### src/rtl/tfx_pkg.sv
package tfx_pkg;
  localparam int unsigned HW_W    = 16;
  localparam int unsigned WORD_W  = 32;
  localparam int unsigned IMM12_W = 12;
  localparam int unsigned COND_W  = 4;
  localparam int unsigned BYTE_W  = 8;
  localparam int unsigned ROT_W   = $clog2(WORD_W);
  localparam int unsigned PFX_W   = 5;

  localparam logic [PFX_W-1:0] BR_PREFIX = 5'b11110;

  typedef enum logic [1:0] {
    FORM_COND   = 2'b00,
    FORM_UNCOND = 2'b01,
    FORM_RSV_A  = 2'b10,
    FORM_RSV_B  = 2'b11
  } br_form_e;

  typedef enum logic {
    MODE_IMM = 1'b0,
    MODE_BR  = 1'b1
  } mode_e;
endpackage

### src/rtl/tfx_mod_imm.sv
module tfx_mod_imm
  import tfx_pkg::*;
(
  input  logic [IMM12_W-1:0] imm12_i,
  output logic [WORD_W-1:0]  value_o
);
  logic [BYTE_W-1:0]   b;
  logic [ROT_W-1:0]    rot;
  logic [WORD_W-1:0]   base;
  logic [2*WORD_W-1:0] dbl;

  always_comb begin
    b    = imm12_i[BYTE_W-1:0];
    rot  = imm12_i[IMM12_W-1:IMM12_W-ROT_W];
    base = WORD_W'({1'b1, imm12_i[6:0]});
    // rotate right via doubled word
    dbl  = {base, base} >> rot;
    if (imm12_i[11:10] == 2'b00) begin
      unique case (imm12_i[9:8])
        2'd0:    value_o = WORD_W'(b);
        2'd1:    value_o = WORD_W'({b, 8'h00});
        2'd2:    value_o = {b, 8'h00, b, 8'h00};
        default: value_o = {b, b, b, b};
      endcase
    end else begin
      value_o = dbl[WORD_W-1:0];
    end
  end
endmodule

### src/rtl/tfx_branch_disp.sv
module tfx_branch_disp
  import tfx_pkg::*;
(
  input  logic [HW_W-1:0]   hw1_i,
  input  logic [HW_W-1:0]   hw2_i,
  output logic              hit_o,
  output logic              is_cond_o,
  output logic [WORD_W-1:0] disp_o
);
  logic              s, j1, j2, in_class;
  br_form_e          form;
  logic [WORD_W-1:0] disp_c, disp_u;

  always_comb begin
    s        = hw1_i[10];
    j1       = hw2_i[13];
    j2       = hw2_i[11];
    form     = br_form_e'({hw2_i[14], hw2_i[12]});
    in_class = (hw1_i[15:11] == BR_PREFIX) && hw2_i[15];
    disp_c   = {{11{s}}, s, j1, j2, hw1_i[5:0], hw2_i[10:0], 1'b0};
    disp_u   = {{7{s}}, s, ~(j1 ^ s), ~(j2 ^ s), hw1_i[9:0], hw2_i[10:0], 1'b0};
    hit_o     = 1'b0;
    is_cond_o = 1'b0;
    disp_o    = '0;
    if (in_class) begin
      unique case (form)
        FORM_COND: begin
          hit_o     = 1'b1;
          is_cond_o = 1'b1;
          disp_o    = disp_c;
        end
        FORM_UNCOND: begin
          hit_o  = 1'b1;
          disp_o = disp_u;
        end
        default: ;
      endcase
    end
  end
endmodule

### src/rtl/tfx_cond_gate.sv
module tfx_cond_gate
  import tfx_pkg::*;
(
  input  logic              en_i,
  input  logic [COND_W-1:0] code_i,
  output logic [COND_W-1:0] cond_o,
  output logic              ok_o
);
  always_comb begin
    cond_o = en_i ? code_i : '0;
    // always / never codes are unusable here
    ok_o   = en_i && (code_i[3:1] != 3'b111);
  end
endmodule

### src/rtl/tfx_expander.sv
module tfx_expander
  import tfx_pkg::*;
(
  input  logic              mode_i,
  input  logic [HW_W-1:0]   hw1_i,
  input  logic [HW_W-1:0]   hw2_i,
  output logic [WORD_W-1:0] imm_o,
  output logic [WORD_W-1:0] offset_o,
  output logic [COND_W-1:0] cond_o,
  output logic              cond_ok_o,
  output logic              valid_o
);
  logic [IMM12_W-1:0] imm12;
  logic [WORD_W-1:0]  imm_val, disp;
  logic               br_hit, br_cond, br_mode;

  assign imm12   = {hw1_i[10], hw2_i[14:12], hw2_i[7:0]};
  assign br_mode = (mode_e'(mode_i) == MODE_BR);

  tfx_mod_imm u_imm (
    .imm12_i (imm12),
    .value_o (imm_val)
  );

  tfx_branch_disp u_br (
    .hw1_i     (hw1_i),
    .hw2_i     (hw2_i),
    .hit_o     (br_hit),
    .is_cond_o (br_cond),
    .disp_o    (disp)
  );

  tfx_cond_gate u_cond (
    .en_i   (br_mode && br_cond),
    .code_i (hw1_i[9:6]),
    .cond_o (cond_o),
    .ok_o   (cond_ok_o)
  );

  assign imm_o    = br_mode ? '0 : imm_val;
  assign offset_o = br_mode ? disp : '0;
  assign valid_o  = br_mode ? br_hit : 1'b1;
endmodule

### config.mk
export PLATFORM = sky130hd
export DESIGN_NAME = tfx_expander
export DESIGN_NICKNAME = d
export VERILOG_FILES = /design/src/rtl/tfx_pkg.sv /design/src/rtl/tfx_mod_imm.sv /design/src/rtl/tfx_branch_disp.sv /design/src/rtl/tfx_cond_gate.sv /design/src/rtl/tfx_expander.sv
export SDC_FILE = /design/constraint.sdc
export NUM_CORES = 1
export LEC_CHECK = 0
export BUFFER_PORTS_ARGS = -buffer_cell sky130_fd_sc_hd__buf_2
export CAP_MARGIN = 20
export CORE_UTILIZATION = 30
export DETAILED_ROUTE_END_ITERATION = 8
export GPL_ROUTABILITY_DRIVEN = 1
export PLACE_DENSITY = 0.66
export SYNTH_ARGS = -nofsm -noshare
export SYNTH_HDL_FRONTEND = slang
export SYNTH_SLANG_ARGS = --single-unit
### constraint.sdc
create_clock -name vclk -period 1.7
set_clock_uncertainty 0.05 [all_clocks]
set_input_delay 0.17 -clock vclk [all_inputs]
set_output_delay 0.17 -clock vclk [all_outputs]
set_load 0.02 [all_outputs]
==> impl_results.md, run 1 <==
- Core area: 0.004414 mm2
- Crit path launch type: input pin
- Commonest non-fill, non-tap cell in the layout: buf_2
- Syn nets: between 200 and 300
- Kind of critical path: input pin to primary output
- Total routed wirelength: around 6500 um
- Required time of the critical path: 1.48 ns
- GRT overflow: 0
- Avg Inst Size Synth: between 5 and 6 um2
- Die width: between 70 and 80 um
- RSZ-0062 raised after global routing: true
- P_int: 0.2900 mW
- I/O pin total: 103
- Switch Pwr: 0.3504 mW
- Register area share after synthesis: 0
- Post-Synthesis Cells: about 240
- Seq pwr share: 0
- Drt drc: 0
- F_max: 601.6 MHz
- Antenna violations before repair: 0
- Synth Cell Area: 0.001403 mm2
- First-pass iteration count of the detailed router: 4
- Clk pwr share: 0
- Pwr per Cell Area: around 250 mW/mm2
- Most frequent cells in the layout: buf_2 (87), buf_4 (74), nand2_1 (25)
- DR vias/cell: between 5 and 6
- Max Used Layer: met4
- Largest net degree at the start of global routing: 16
- Hold_sp: hw1_i[5]
- Synth top area cells: a21oi_1 (8.9%), and2_1 (8.9%), mux2i_1 (7.9%)
- Warnings, synthesis: 0
- GPL Wtd Cong: 0.9089
- Initial DRC Count: 151
- Antenna-violating nets left: 0
- Hold/Removal Path Class: input pin to primary output
- Non-filler cells, final: about 430
- Setup TNS: 0 ns
- Yosys top cell area share: 0.08921
- Largest area contributor in the synthesized netlist: a21oi_1
- Hold Path End: offset_o[17]
- Switching Share: 0.5472
- Wl on met1: 2799 um
- Number of distinct library cells after synthesis: 46
- VDD IR max: 0.00007868 V
- Ant diodes: 0
- Seq cells: 0
- Register area: 0 um2
- Max Cap Violations: 0
- Total Routing Usage GR: 0.2447
- Final Hold Viols: 0
- PortBufs: 102
- Total power: 0.6404 mW
- Max Fanout on Critical Path: 8
- Worst Hold Depth: 3
- Final setup vio count: 0
- DR WL met3: 488 um
- # clk buffers: 0
- First-pass GRT wire length: 10,140 um
- Dpl cells: ~430
- Area growth syn-to-layout: 85.10%
- Die area: 0.004953 mm2
- DP Wirelength: 4996 um
- Arrival @ worst endpoint: between 1 and 1.5 ns
- CP endpoint kind: primary output
- DR WL/cell: 15.02 um
- Final min period: 1.662 ns
- Vias in the first global route: 2,172
- DR WL met2: 3112 um
- Initial Util: 0.3177
- Final net count: roughly 420
- Logic pwr share: 1.000
- Leak Pwr: 1.333 nW
- Num rows: 24
- Vias: 2,373
- Layout cells sized above 1: 0.5512
- Final core utilization: 0.5882
- Die Ht: about 70 um
- Outcome: completed
- Final worst-path cycle share: 0.9778
- Slew Viols, Final: 0
- Hold Worst Slack: 0.6066 ns
## cell type report
class | count | area [um2]
well taps | 52 | 65.06
repair buffers | 173 | 1154
fillers | 432 | 1818
multi-input cells | 203 | 1359
inverters | 5 | 18.77
## stage by stage
stage	setup slack [ns]	instance area, um2
floorplan	0.001890	1440
global placement	-0.08961	2341
detailed placement	-0.1092	2341
CTS	0.0004092	2422
global route	-0.04586	2596
finish	0.03771	2596
## worst max path at each step
stage          startpoint        end  slack [ns]
2_1_floorplan    hw2_i[7]  imm_o[25]       0.002
3_3_place_gp    hw1_i[11]  cond_ok_o       -0.09
3_5_place_dp    hw1_i[11]  cond_ok_o       -0.11
4_1_cts         hw1_i[11]  cond_ok_o      0.0004
5_1_grt         hw1_i[11]  cond_ok_o       -0.05
6_report         hw2_i[7]  imm_o[16]        0.04
## power by group through the flow
stage | logic (mW) | clock network, mW | registers, mW
after CTS | 0.580 | 0 | 0
final | 0.640 | 0 | 0
after global placement | 0.550 | 0 | 0
after floorplan | 0.298 | 0 | 0
after detailed placement | 0.554 | 0 | 0
after global routing | 0.684 | 0 | 0
## repair_timing
action | 4_1_cts | 5_1_grt
resized for setup | 13 | 39
gates cloned | 0 | 1
setup buffers | 5 | 2
endpoints found under the hold margin | 0 | 0
pin swaps | 7 | 12
endpoints found under the setup margin | 30 | 40
hold buffers | 0 | 0
## logic make-up (layout without fill, tap and decap cells)
group,Yosys count,after routing,synth area share
xor gates and xnor gates,1,1,0.006246
buffers and inverters,38,178,0.1409
AOI/OAI and AO/OA,75,75,0.3488
muxes,12,12,0.08921
other,1,1,0.002674
and+or+nand+nor,114,114,0.4121
## layer usage
| layer | vias up | global-route usage |
|---|---|---|
| li1 | 1146 | - |
| met1 | 1092 | 0.3316 |
| met2 | 121 | 0.4148 |
| met3 | 14 | 0.01876 |
| met4 | 0 | 0.06000 |
| met5 | - | 0 |
## Yosys cell counts, types with 2 or more instances
| master | instances |
|---|---|
| nor4_1 | 3 |
| or3_1 | 2 |
| o21ai_1 | 2 |
| and3_1 | 8 |
| nand2_1 | 26 |
| o21ai_0 | 15 |
| clkbuf_1 | 9 |
| buf_1 | 3 |
| nand4_1 | 3 |
| a221oi_1 | 2 |
| nor2b_1 | 2 |
| or4_1 | 2 |
| o32ai_1 | 2 |
| a21oi_1 | 25 |
| a2111oi_2 | 2 |
| nand3_1 | 9 |
| mux2i_1 | 11 |
| nor2_1 | 25 |
| a211oi_1 | 7 |
| nor3_1 | 4 |
| a31oi_1 | 4 |
| nand4b_1 | 2 |
| o31ai_1 | 4 |
| nand2b_1 | 5 |
| buf_2 | 10 |
| o22ai_1 | 2 |
| buf_4 | 9 |
| o211ai_1 | 4 |
| and2_1 | 20 |
| inv_1 | 3 |
## critical path, cell delays in order
cell	delay, ns
buf_6	0.13
mux2_4	0.31
buf_4	0.16
a221oi_2	0.36
o31ai_1	0.13
buf_2	0.17
Power figures use the tool's default switching activity.
==> run 2, diff against run 1 <==
--- a/config.mk
+++ b/config.mk
@@ -5,8 +5,9 @@
 export SDC_FILE = /design/constraint.sdc
 export NUM_CORES = 1
 export LEC_CHECK = 0
+export ABC_AREA = 1
 export BUFFER_PORTS_ARGS = -buffer_cell sky130_fd_sc_hd__buf_2
-export CAP_MARGIN = 20
+export CAP_MARGIN = 15
 export CORE_UTILIZATION = 30
 export DETAILED_ROUTE_END_ITERATION = 8
 export GPL_ROUTABILITY_DRIVEN = 1
==> constraint.sdc (replaced) <==
create_clock -name vclk -period 1.5
set_clock_uncertainty 0.05 [all_clocks]
set_input_delay 0.15 -clock vclk [all_inputs]
set_output_delay 0.15 -clock vclk [all_outputs]
set_load 0.02 [all_outputs]
==> run 2 against run 1 <==
Die area is 2.2% lower. Wire length shrank 1.0%. Via count barely moved. Core utilization shrank 6.6 points. Clock-buffer cell count stayed put. Largest cell class unchanged.
==> impl_results.md, run 2 <==
- RSZ-0062 raised after global routing: true
- Largest area contributor in the synthesized netlist: nand2_1
- Drt drc: 0
- Crit path launch type: input pin
- Synth cell count leaders: nand2_1 (93), nand3_1 (39), nor2_1 (39)
- Hold/Removal Path Class: input pin to primary output
- Initial DRC Count: 181
- Switch Pwr: 0.3946 mW
- Syn nets: 331
- Pwr per Cell Area: 274.2 mW/mm2
- Core area: 0.004384 mm2
- Logic pwr share: 1.000
- Clk pwr share: 0
- Seq cells: 0
- Max Fanout on Critical Path: 11
- Avg Inst Size Synth: 4.598 um2
- P_int: between 0.2 and 0.25 mW
- Synth top area cells: nand2_1 (25%), nand3_1 (14%), nor2_1 (11%)
- Warnings, synthesis: 0
- Synth Cell Area: roughly 0.0014 mm2
- Layout cells sized above 1: 0.4463
- Seq pwr share: 0
- Switching Share: 0.6288
- Arrival @ worst endpoint: 1.29 ns
- Required time of the critical path: roughly 1.3 ns
- Kind of critical path: input pin to primary output
- Setup crit end: imm_o[0]
- DR WL/cell: roughly 14 um
- Vias in the first global route: 2,025
- # clk buffers: 0
- DR vias/cell: 5.134
- Final setup vio count: 0
- Die Ht: about 70 um
- DP Wirelength: 5048 um
- Final worst-path cycle share: 0.9905
- Post-Synthesis Cells: roughly 300
- Most frequent cells in the layout: nand2_1 (89), buf_2 (75), buf_4 (56)
- Initial Util: 0.3125
- First-pass GRT wire length: around 9800 um
- Num rows: 24
- Slew Viols, Final: 0
- First-pass iteration count of the detailed router: 5
- Dpl cells: 462
- Non-filler cells, final: 462
- CP endpoint kind: primary output
- Vias: 2,372
- Die area: ~0.0048 mm2
- Post-CTS Hold Buffers: 0
- Largest net degree at the start of global routing: 17
- Hold Worst Slack: 0.5573 ns
- Total Routing Usage GR: 0.2457
- Buffer count from post-CTS setup fixing: 0
- Commonest non-fill, non-tap cell in the layout: nand2_1
- Register area: 0 um2
- Antenna-violating nets left: 0
- Die width: roughly 70 um
- Ant diodes: 0
- Worst setup startpoint: hw2_i[14]
- PortBufs: 102
- Antenna violations before repair: 0
- Area of the multi-input gates: 0.001204 mm2
- Max Cap Violations: 0
- Area growth syn-to-layout: 67.03%
- I/O pin total: 103
- Final Hold Viols: 0
- VDD IR max: approximately 0.00012 V
- # fillers: 500
- Yosys top cell area share: 0.2548
- Final min period: 1.486 ns
- Leak Pwr: 1.344 nW
- Number of distinct library cells after synthesis: 31
- Register area share after synthesis: 0
- F_max: 673.1 MHz
- Total routed wirelength: 6440 um
- GRT overflow: 0
- Final net count: 445
- Most numerous cell in the Yosys netlist: nand2_1
- GPL Wtd Cong: 0.9475
- Outcome: completed
-- run 2: changes by cell type after synthesis, moves of 8 or more --
cell      change
nand2_1      +67
clkbuf_1      -8
mux2i_1      -11
nor2_1       +14
inv_1        +26
nand3_1      +30
and2_1       -20
-- run 2: cell families (layout without fill, tap and decap cells) --
logic type,after synthesis,in the layout,share of synthesized area
AO/OA/AOI/OAI,49,49,0.1963
buffers and inverters,60,172,0.2128
AND/OR/NAND/NOR,187,187,0.5817
XOR/XNOR,1,1,0.006394
other,1,1,0.002737
-- run 2: routing by layer --
metal | track usage | vias to the layer above | share of wire
li1 | - | 1183 | -
met1 | 0.3457 | 1070 | 0.44
met2 | 0.4121 | 113 | 0.47
met3 | 0.02180 | 6 | 0.076
met4 | 0.03855 | 0 | 0.013
met5 | 0 | - | 0
-- run 2: critical path, stage by stage --
cell	delay, ns
buf_2	0.12
buf_4	0.19
inv_2	0.21
nand2_1	0.16
nor3_1	0.25
buf_2	0.21
-- run 2: layout make-up --
class,count,area share
multi-input cells,238,0.5260
repair buffers,136,0.3800
inverters,36,0.06561
well taps,52,0.02843
-- run 2: worst min-delay path by stage --
stage | startpoint | depth (start not counted) | end | slack [ns]
after global routing | hw1_i[5] | 4 | offset_o[17] | 0.58
after detailed placement | hw2_i[10] | 4 | offset_o[11] | 0.56
after floorplan | hw1_i[6] | 2 | cond_o[0] | 0.37
after global placement | hw2_i[10] | 4 | offset_o[11] | 0.56
final | hw1_i[5] | 4 | offset_o[17] | 0.56
after CTS | hw2_i[10] | 4 | offset_o[11] | 0.56
-- run 2: what timing repair did --
action,CTS,global route
pin swaps,0,3
resized for setup,2,78
endpoints found under the setup margin,4,51
-- run 2: power by group through the flow --
stage | Sequential [mW] | Combinational (mW) | Clock (mW)
floorplan | 0 | 0.336 | 0
global placement | 0 | 0.565 | 0
detailed placement | 0 | 0.563 | 0
CTS | 0 | 0.566 | 0
global route | 0 | 0.680 | 0
finish | 0 | 0.628 | 0
-- run 2: stage by stage --
step,util,area (um2),power (mW),TNS (ns),setup slack (ns)
global route,0.5220,2288,0.6804,-0.5826,-0.05843
detailed placement,0.4697,2059,0.5626,-0.03805,-0.02423
CTS,0.4703,2062,0.5664,0,0.007253
global placement,0.4697,2059,0.5650,-0.02584,-0.01516
floorplan,-,1373,0.3361,0,0.1001
finish,0.5220,2288,0.6275,0,0.01430
